==> src/rtl/utx_pkg.sv <==
// Package utx_pkg
// Shared types for the serial transmitter: shifter states and the choice
// made at a character boundary. Assumes nothing beyond the compiler.
package utx_pkg;

    typedef enum logic [2:0] {
        ST_IDLE,
        ST_PRE,
        ST_DATA,
        ST_BRK,
        ST_TRAIL
    } utx_state_e;

    typedef enum logic [2:0] {
        CH_IDLE,
        CH_PRE,
        CH_BRK,
        CH_TRAIL,
        CH_DATA
    } utx_choice_e;

endpackage

==> src/rtl/utx_hold_buf.sv <==
// Module utx_hold_buf
// One-entry holding register in front of the shifter. A write is accepted
// only while enabled and empty. The entry is released when the shifter
// takes it. Assumes take is only raised while the entry is full.
module utx_hold_buf #(
    parameter int DATA_W = 9
) (
    input  logic              clk,
    input  logic              rst_n,
    input  logic              en,
    input  logic              wr,
    input  logic [DATA_W-1:0] wdata,
    input  logic              take,
    output logic              full,
    output logic [DATA_W-1:0] data
);

    logic              full_q;
    logic [DATA_W-1:0] data_q;

    // Purpose: accept a write while empty, release the entry on take.
    always_ff @(posedge clk) begin
        if (!rst_n || !en) begin
            full_q <= 1'b0;
            data_q <= '0;
        end else if (take) begin
            full_q <= 1'b0;
        end else if (wr && !full_q) begin
            full_q <= 1'b1;
            data_q <= wdata;
        end
    end

    assign full = full_q;
    assign data = data_q;

    AST_FULL_WR_HOLD: assert property (@(posedge clk) disable iff (!rst_n)
        (en && full_q && wr && !take) |=> $stable(data_q));

    AST_TAKE_EMPTIES: assert property (@(posedge clk) disable iff (!rst_n)
        (en && take) |=> !full_q);

endmodule

==> src/rtl/utx_shift_engine.sv <==
// Module utx_shift_engine
// Shift register and bit counter that produce preamble, data frames,
// break characters and the idle one that follows a break. At each
// character boundary it picks the next item in this order: preamble,
// break, trailing one, buffered data, idle. Assumes tick is a one-cycle
// strobe.
module utx_shift_engine
    import utx_pkg::*;
#(
    parameter int DATA_W = 9
) (
    input  logic              clk,
    input  logic              rst_n,
    input  logic              en,
    input  logic              tick,
    input  logic              long_char,
    input  logic              ext_break,
    input  logic              brk_req,
    input  logic              buf_full,
    input  logic [DATA_W-1:0] buf_data,
    output logic              take,
    output logic              raw_bit
);

    localparam int SR_W  = DATA_W + 3;
    localparam int CNT_W = $clog2(SR_W + 1);

    utx_state_e       state_q;
    utx_choice_e      choice;
    logic [SR_W-1:0]  sr_q;
    logic [SR_W-1:0]  frame_img;
    logic [CNT_W-1:0] cnt_q;
    logic [CNT_W-1:0] frame_len;
    logic [CNT_W-1:0] brk_len;
    logic             pre_pend_q;
    logic             slot_end;

    // Purpose: frame and break lengths for the current width mode.
    always_comb begin
        frame_len = long_char ? CNT_W'(DATA_W + 2) : CNT_W'(DATA_W + 1);
        brk_len   = frame_len + CNT_W'(ext_break);
    end

    // Purpose: build the framed image, start at bit 0, stop above the data.
    always_comb begin
        frame_img    = '1;
        frame_img[0] = 1'b0;
        for (int i = 0; i < DATA_W; i++) begin
            if (i < DATA_W - 1 || long_char) begin
                frame_img[i+1] = buf_data[i];
            end
        end
    end

    // Purpose: pick what to load when the current item ends.
    always_comb begin
        slot_end = (state_q == ST_IDLE) || (cnt_q == CNT_W'(1));
        if (pre_pend_q)              choice = CH_PRE;
        else if (brk_req)            choice = CH_BRK;
        else if (state_q == ST_BRK)  choice = CH_TRAIL;
        else if (buf_full)           choice = CH_DATA;
        else                         choice = CH_IDLE;
        take = en && tick && slot_end && (choice == CH_DATA);
    end

    // Purpose: load a new item at a boundary or shift one bit per tick.
    always_ff @(posedge clk) begin
        if (!rst_n || !en) begin
            state_q    <= ST_IDLE;
            sr_q       <= '1;
            cnt_q      <= '0;
            pre_pend_q <= 1'b1;
        end else if (tick) begin
            if (slot_end) begin
                case (choice)
                    CH_PRE: begin
                        state_q    <= ST_PRE;
                        sr_q       <= '1;
                        cnt_q      <= frame_len;
                        pre_pend_q <= 1'b0;
                    end
                    CH_BRK: begin
                        state_q <= ST_BRK;
                        sr_q    <= '0;
                        cnt_q   <= brk_len;
                    end
                    CH_TRAIL: begin
                        state_q <= ST_TRAIL;
                        sr_q    <= '1;
                        cnt_q   <= CNT_W'(1);
                    end
                    CH_DATA: begin
                        state_q <= ST_DATA;
                        sr_q    <= frame_img;
                        cnt_q   <= frame_len;
                    end
                    default: begin
                        state_q <= ST_IDLE;
                        sr_q    <= '1;
                        cnt_q   <= '0;
                    end
                endcase
            end else begin
                cnt_q <= cnt_q - CNT_W'(1);
                sr_q  <= {1'b1, sr_q[SR_W-1:1]};
            end
        end
    end

    assign raw_bit = sr_q[0];

    AST_BRK_LOW: assert property (@(posedge clk) disable iff (!rst_n)
        (state_q == ST_BRK) |-> !raw_bit);

    AST_TRAIL_HIGH: assert property (@(posedge clk) disable iff (!rst_n)
        (state_q == ST_TRAIL) |-> raw_bit);

    AST_BRK_TO_TRAIL: assert property (@(posedge clk) disable iff (!rst_n)
        (en && tick && state_q == ST_BRK && cnt_q == CNT_W'(1) && !brk_req)
        |=> (state_q == ST_TRAIL));

    AST_CNT_MAX: assert property (@(posedge clk) disable iff (!rst_n)
        cnt_q <= CNT_W'(SR_W));

endmodule

==> src/rtl/utx_line_drive.sv <==
// Module utx_line_drive
// Final output stage: forces idle while disabled and applies the
// polarity control. Assumes raw_bit is already the idle one between items.
module utx_line_drive (
    input  logic clk,
    input  logic rst_n,
    input  logic en,
    input  logic inv_out,
    input  logic raw_bit,
    output logic txd
);

    // Purpose: idle when disabled, then optional inversion.
    always_comb begin
        txd = (raw_bit | ~en) ^ inv_out;
    end

    AST_DISABLED_IDLE: assert property (@(posedge clk) disable iff (!rst_n)
        !en |-> (txd == !inv_out));

endmodule

==> src/rtl/uart_brk_tx.sv <==
// Module uart_brk_tx
// Top of the asynchronous serial transmitter: holding register, shifter
// with preamble and break support, output stage and interrupt gating.
// Assumes tick pulses for one clock per bit time and that writes come
// from one producer.
module uart_brk_tx #(
    parameter int DATA_W = 9
) (
    input  logic              clk,
    input  logic              rst_n,
    input  logic              en,
    input  logic              tick,
    input  logic              wr,
    input  logic [DATA_W-1:0] wdata,
    input  logic              long_char,
    input  logic              ext_break,
    input  logic              brk_req,
    input  logic              irq_en,
    input  logic              inv_out,
    output logic              txd,
    output logic              buf_empty,
    output logic              irq
);

    logic              full;
    logic              take;
    logic              raw_bit;
    logic [DATA_W-1:0] hold_data;

    utx_hold_buf #(.DATA_W(DATA_W)) u_buf (
        .clk   (clk),
        .rst_n (rst_n),
        .en    (en),
        .wr    (wr),
        .wdata (wdata),
        .take  (take),
        .full  (full),
        .data  (hold_data)
    );

    utx_shift_engine #(.DATA_W(DATA_W)) u_eng (
        .clk       (clk),
        .rst_n     (rst_n),
        .en        (en),
        .tick      (tick),
        .long_char (long_char),
        .ext_break (ext_break),
        .brk_req   (brk_req),
        .buf_full  (full),
        .buf_data  (hold_data),
        .take      (take),
        .raw_bit   (raw_bit)
    );

    utx_line_drive u_drv (
        .clk     (clk),
        .rst_n   (rst_n),
        .en      (en),
        .inv_out (inv_out),
        .raw_bit (raw_bit),
        .txd     (txd)
    );

    // Purpose: empty flag and gated interrupt request.
    always_comb begin
        buf_empty = ~full;
        irq       = en & irq_en & ~full;
    end

endmodule

==> config.mk <==
export PLATFORM = sky130hd
export DESIGN_NAME = uart_brk_tx
export DESIGN_NICKNAME = d
export VERILOG_FILES = /design/src/rtl/utx_pkg.sv /design/src/rtl/utx_hold_buf.sv /design/src/rtl/utx_shift_engine.sv /design/src/rtl/utx_line_drive.sv /design/src/rtl/uart_brk_tx.sv
export SDC_FILE = /design/constraint.sdc
export NUM_CORES = 1
export LEC_CHECK = 0
export BUFFER_PORTS_ARGS = -buffer_cell sky130_fd_sc_hd__buf_2
export CORE_MARGIN = 2
export CORE_UTILIZATION = 45
export DETAILED_ROUTE_END_ITERATION = 6
export GPL_ROUTABILITY_DRIVEN = 1
export PLACE_DENSITY = 0.68
export SLEW_MARGIN = 20
export SYNTH_ARGS = -nofsm -noshare
export SYNTH_HDL_FRONTEND = slang
export SYNTH_SLANG_ARGS = --single-unit
==> constraint.sdc <==
create_clock -name clk -period 1.41 [get_ports clk]
set_input_delay 0.141 -clock clk [delete_from_list [all_inputs] [get_ports clk]]
set_output_delay 0.141 -clock clk [all_outputs]
set_load 0.02 [all_outputs]
# Yosys cells after proc, flatten, opt, wreduce, memory -nomap -nowiden

Cells that the tools add are included.

Multipliers: 0
$lt $le $gt $ge: 0
Shifts and indexed selects: 0
Add/sub/neg operators: 2
Muxes and demuxes: 11
Equality and inequality tests: 6
Reduce and logical (&&, ||, !) cells: 15
Divide/modulo/power cells: 0
Bitwise logic cells: 7

Operators with widths:

| operator                                                           | count |
|---|---|
| 12-bit case mux with 2 select lines                                | 1 |
| 12-bit 2-to-1 mux                                                  | 1 |
| 3-bit 2-to-1 mux                                                   | 4 |
| 3-bit case mux with 4 select lines                                 | 1 |
| 4-bit case mux with 3 select lines                                 | 1 |
| 3-bit by 2-bit == test with 1-bit output, second input constant    | 3 |
| 4-bit by 1-bit adder with 4-bit output                             | 1 |
| 4-bit by 1-bit == test with 1-bit output, second input constant    | 1 |
| 1-bit logical AND                                                  | 4 |
| 4-bit 2-to-1 mux                                                   | 1 |
| 2-bit AND reduction                                                | 2 |
| 2-bit OR reduction                                                 | 2 |
| 4-bit by 1-bit subtractor with 4-bit output, second input constant | 1 |
| 3-bit by 1-bit == test with 1-bit output, second input constant    | 1 |
| 3-bit == test, second input constant                               | 1 |
| 1-bit logical NOT                                                  | 3 |
| 3-bit logical NOT                                                  | 1 |
| 1-bit inverter                                                     | 3 |
| 3-bit AND reduction                                                | 1 |
| 1-bit AND                                                          | 2 |
| 1-bit logical OR                                                   | 2 |
| 1-bit 2-to-1 mux                                                   | 2 |
| 1-bit OR                                                           | 1 |
| 1-bit XOR                                                          | 1 |

Bits in latches: 0
Register bits: 30
Word-level logic and storage cells: 47
Memories: 0
Bits in read-only memories: 0
Bits in writable memories: 0

# Longest topological paths before layout

Depth in word-level cells: 8
Depth in mapped cells: 8
Mapped depth without buffers: 6

# Hierarchy

Synthesis repeated with hierarchy kept, for this count alone.

Cells, all modules: 187
Area, all modules: 1626.6 µm²

By module, submodules not included:

| module           | area an instance (µm²) | seq. area each (µm²) | instances | cells an instance |
|---|---|---|---|---|
| utx_shift_engine | 1132.3                 | 400.4                | 1         | 138 |
| utx_hold_buf     | 459.2                  | 200.2                | 1         | 45 |
| utx_line_drive   | 22.5                   | 0.0                  | 1         | 2 |
| uart_brk_tx      | 12.5                   | 0.0                  | 1         | 2 |

# Worst setup path before layout

Ideal clock, no wire load.

Path kind: register -> register
Start: register u_eng.cnt_q[1]
End: register u_eng.cnt_q[2]
Data required time: 1284 ps
Period minus slack after synthesis: 1541 ps
Setup slack: -131 ps
Arrival time: 1416 ps
Cell stages (with the launch flop): 9
Cell sequence: dfxtp_1 -> inv_1 -> ha_1 -> nor3b_2 -> or2_1 -> buf_6 -> buf_4 -> o31ai_1 -> a31oi_1

Cells in the longest elaborated chain, start to end: 3
Elaborated cells between the ends (all ways): 4

RTL lines:

| item                                                                                | RTL line               | RTL |
|---|---|---|
| start: declaration                                                                  | utx_shift_engine.sv:32 | `logic [CNT_W-1:0] cnt_q;` |
| start signal: assignment                                                            | utx_shift_engine.sv:79 | `cnt_q <= frame_len;` |
| start signal: assignment                                                            | utx_shift_engine.sv:85 | `cnt_q <= brk_len;` |
| start signal: assignment                                                            | utx_shift_engine.sv:95 | `cnt_q <= frame_len;` |
| branches (longest 2 deep; another with 4-bit by 1-bit subtractor with 4-bit output) | -                      |  |
| 4-bit 2-to-1 mux (*)                                                                | utx_shift_engine.sv:74 | `if (slot_end) begin` |

Mark *: on every way between the ends.
A chain may end at the register's enable or synchronous reset.

# Final worst setup path

Start: register u_eng.state_q[1]
End: register u_eng.sr_q[2]

Cells in the longest elaborated chain, start to end: 7
Elaborated cells between the ends (all ways): 10

RTL lines:

| item                                                                      | RTL line                | RTL |
|---|---|---|
| start: declaration                                                        | utx_shift_engine.sv:28  | `utx_state_e state_q;` |
| start signal: assignment                                                  | utx_shift_engine.sv:69  | `state_q <= ST_IDLE;` |
| start signal: assignment                                                  | utx_shift_engine.sv:77  | `state_q <= ST_PRE;` |
| start signal: assignment                                                  | utx_shift_engine.sv:83  | `state_q <= ST_BRK;` |
| 3-bit by 2-bit == test with 1-bit output                                  | utx_shift_engine.sv:60  | `else if (state_q == ST_BRK) choice = CH_TRAIL;` |
| 3-bit 2-to-1 mux                                                          | utx_shift_engine.sv:60  |  |
| 3-bit 2-to-1 mux                                                          | utx_shift_engine.sv:59  | `else if (brk_req) choice = CH_BRK;` |
| 3-bit 2-to-1 mux                                                          | utx_shift_engine.sv:58  | `if (pre_pend_q) choice = CH_PRE;` |
| 3-bit == test or 3-bit by 2-bit == test with 1-bit output (tied branches) | utx_shift_engine.sv:75  | `case (choice)` |
| 12-bit case mux with 2 select lines                                       | utx_shift_engine.sv:75  |  |
| 12-bit 2-to-1 mux (*)                                                     | utx_shift_engine.sv:74  |  |
| end signal: assignment                                                    | utx_shift_engine.sv:94  | `sr_q <= frame_img;` |
| end signal: assignment                                                    | utx_shift_engine.sv:105 | `sr_q <= {1'b1, sr_q[SR_W-1:1]};` |
| end: declaration                                                          | utx_shift_engine.sv:30  | `logic [SR_W-1:0] sr_q;` |

Every way passes the cells marked *; elsewhere a longest branch is shown, timed or not.

==> results by group <==
Synth
  • Post-Synthesis Cells: 180
  • Syn. warnings: 0
  • Post-Syn Nets: 202
  • Largest family of logic cells by synthesized area: simple AND/OR/NAND/NOR gates
  • Synth cell types: 38
  • Synthesized area: 1485 µm²
  • XOR/XNOR Fraction of Synth Area: 0.005897
  • Sequential-to-total area share from yosys stat: 0.4044
  • Syn Area/Cell: 8.251 µm²
  • Synthesized flop and latch total: 30
  • Synth Area in Compound Gates: 0.2393
  • Post-synthesis adder-cell area fraction: 0.02527
  • Simple-gate area share of the yosys netlist: 0.2477
  • Mux cell area share after synthesis: 0.01348

Clock network
  • H-tree depth: 2
  • Clk_lat worst skew: 0.32 ns
  • CTS tree: built
  • Root Buffer: clkbuf_4
  • Clock transition at path regs: 0.09 ns
  • Hold_buf cts: 0
  • Number of CTS-inserted buffers: 5
  • Clk sink count: 30
  • Clock tree buffer depth: 2

Worst setup path
  • Setup crit start kind: flip-flop
  • Cell at the slowest stage of the critical path: dfxtp_1
  • Data required, critical path: 1.62 ns
  • Critical path class: flip-flop to flip-flop
  • CP max stage delay: 0.34 ns
  • Worst Setup End Kind: flip-flop
  • Buf+Inv Stages, Crit Path: 2
  • CP cell instances: buf_4 > nand3b_1 > nand3_1 > buf_4 > o21ai_0 > a21oi_2
  • Max FO, Critical Path: 9
  • Critical Path AT: 1.69 ns
  • Most common cell type on the critical path: buf_4
  • Worst path top cell family by delay: simple AND/OR/NAND/NOR gates

STA
  • Final Hold Viols: 0
  • Min Tclk post-route: 1.483 ns
  • RSZ-0062 raised after global routing: yes
  • Pins over their slew limit: 0
  • Slew HR: 0.5821
  • Worst slew pin tran: 0.6254 ns
  • Final WS setup: -0.07326 ns
  • Highest clock rate: 674.2 MHz
  • # setup viols final: 13
  • Fin Clk Skew: 0.004240 ns
  • Tcrit/Tclk final: 1.052

Placement
  • IO buf count: 21
  • Placed insts: 249
  • DP Wirelength: 2.422 mm
  • RD Place Congestion: 0.7924

Global routing
  • GRT Util Overall: 0.2074
  • Initial antenna violation count: 0
  • GRT overflow: 0
  • Vias in the first global route: 1325
  • Largest net degree at the start of global routing: 20
  • Global-route wire length before repair: 5.775 mm

Run status
  • Outcome: finished with violations
  • Failing checks: negative setup slack

Floorplanning
  • Die X: 61.45 µm
  • Core Area: 3103 µm²
  • Ports: 22
  • DIE HEIGHT: 61.45 µm
  • Starting density of the core: 0.4786
  • Die area: 3776 µm²
  • FP Rows: 20

Cells and area
  • Layout cells sized above 1: 0.3963
  • Area of the multi-input gates: 975.9 µm²
  • Post-layout net count: 238
  • Final non-filler cell total: 261
  • Area Growth Syn to Fin: 34.96%
  • Fillers: 275
  • FF+latch area: 603.1 µm²
  • Ant diodes: 0
  • Final core occ: 0.6460

Drt
  • Routed len/inst: 13.60 µm
  • Initial DRC count: 77
  • Via/cell ratio: 5.402
  • Post-DRT Antenna Nets: 0
  • WL final: 3.549 mm
  • Vias after detailed routing: 1410
  • DR DRC count: 0
  • Pre-Repair DR Iteration Count: 4

Power and ir drop
  • P_sw: 482.5 µW
  • Worst ir drop on vdd: 0.0007074 V
  • Int Power: 1394 µW
  • Clk pwr share: 0.351
  • LEAKAGE: 0.0007391 µW
  • Cell Pwr Density: 936.1 nW/µm²
  • Combinational power share: 0.174
  • Switching fraction of total power: 0.2572
  • Sequential Power Share: 0.476

Flow run
  • Max Cap Viol: 0

Min path
  • Min-delay worst type: input pin to flip-flop
-- state kept, by name, indices dropped and copies added, names as in the netlist --
name,cells
u_eng.cnt_q,4
u_eng.sr_q,12
u_buf.full,1
u_eng.state_q,3
u_eng.pre_pend_q,1
u_buf.data,9
-- worst min-delay path, delay by kind of cell --
kind,cells,cell delay [ns]
compound gates,1,0.05
buf+inv,1,0.09
simple gates,1,0.04
-- power groups by stage --
stage                     Sequential (µW)  Clock [µW]  Combinational, µW
after global routing                  896         716                357
after detailed placement              908           0                257
after floorplan                       906           0                168
after global placement                906           0                254
final                                 892         658                326
after CTS                             890         674                305
-- synthesized netlist by cell type --
cell type	instances	area share
nor3b_1	1	0.0051
clkbuf_1	7	0.018
nor3b_2	1	0.0084
o31a_1	1	0.0059
o21a_1	1	0.0051
buf_2	4	0.013
a21oi_2	1	0.0059
a31oi_1	2	0.0084
a41o_1	1	0.0067
nor2b_1	6	0.025
nand3b_1	10	0.051
a2111oi_1	2	0.013
o311ai_0	1	0.0059
and2_1	1	0.0042
nand2b_1	2	0.0084
or2_1	1	0.0042
o31ai_1	1	0.0051
ha_1	3	0.025
buf_6	2	0.015
a311oi_1	1	0.0059
nand3_1	4	0.013
nor2_1	8	0.020
inv_1	5	0.013
o32ai_1	8	0.047
nand2_1	27	0.068
dfxtp_1	30	0.40
nor3_2	1	0.0067
xnor2_1	1	0.0059
o221a_2	1	0.0076
nor3_1	5	0.017
o21ai_0	11	0.037
and3_1	2	0.0084
a211oi_1	1	0.0051
a41oi_1	1	0.0059
and3_4	1	0.0076
a21oi_1	22	0.074
mux2i_1	2	0.013
buf_4	1	0.0051
-- worst paths after layout --
check                                                    from                         end  slack [ns]  depth (start not counted)
worst max register to register  u_eng.state_q[1]$_SDFFE_PP0P_  u_eng.sr_q[2]$_SDFFE_PP1P_       -0.07                          6
worst min-delay path                                 wdata[5]  u_buf.data[5]$_SDFFE_PP0P_        0.05                          3
worst min register to register     u_buf.data[3]$_SDFFE_PP0P_  u_buf.data[3]$_SDFFE_PP0P_        0.46                          2
worst max-delay path            u_eng.state_q[1]$_SDFFE_PP0P_  u_eng.sr_q[2]$_SDFFE_PP1P_       -0.07                          6
-- per-layer routing --
metal / vias to the layer above / wire, µm / global-route usage
li1: 720 / - / -
met1: 644 / 1648 / 0.2719
met2: 40 / 1671 / 0.3207
met3: 6 / 187 / 0.05672
met4: 0 / 41 / 0.09119
met5: - / 0 / 0
-- kinds of logic after synthesis --
family | count (synthesis)
simple gates | 70
compound gates | 55
flops | 30
buf+inv | 19
fa+ha+maj | 3
mux | 2
xor+xnor | 1
-- stage by stage --
stage          setup TNS (ns)  power (µW)  hold WS, ns  instance area (µm²)  setup WS, ns
6_report              -0.5468        1876      0.04903                 2004      -0.07326
4_1_cts               -0.4121        1869      0.04206                 1954      -0.04479
3_5_place_dp           -2.992        1165       0.3898                 1734       -0.2475
2_1_floorplan         -0.4526        1074       0.2770                 1519      -0.08411
5_1_grt                -1.929        1969      0.03888                 2004       -0.1378
3_3_place_gp           -2.424        1160       0.3817                 1734       -0.1860
-- what timing repair did --
| action | CTS | global route |
|---|---|---|
| setup buffers | 2 | 1 |
| pin swaps | 8 | 5 |
| resized for setup | 25 | 10 |
| cloned | 1 | 0 |
| endpoints found under the setup margin | 18 | 21 |
-- layout by cell type, fill, tap and decap left out, types with 3 or more instances in the layout --
cell type | netlist | final
nor2_2 | 0 | 3
dfxtp_1 | 30 | 28
inv_1 | 5 | 3
o32ai_2 | 0 | 6
o21ai_0 | 11 | 9
a21oi_1 | 22 | 14
buf_2 | 4 | 20
nand3b_1 | 10 | 10
buf_6 | 2 | 3
nor2b_1 | 6 | 6
buf_4 | 1 | 19
nor3_1 | 5 | 3
clkbuf_4 | 0 | 5
a21oi_2 | 1 | 9
nand2_1 | 27 | 26
nor2_1 | 8 | 5
-- final cells by class --
class,count,area share
Clock buffer,7,0.02247
Clock inverter,1,0.01498
Inverter,5,0.009363
Multi-Input combinational cell,132,0.4869
Sequential cell,30,0.3009
Tap cell,44,0.02747
Timing Repair Buffer,42,0.1380
Note: power is estimated with default switching activity, not from simulation.
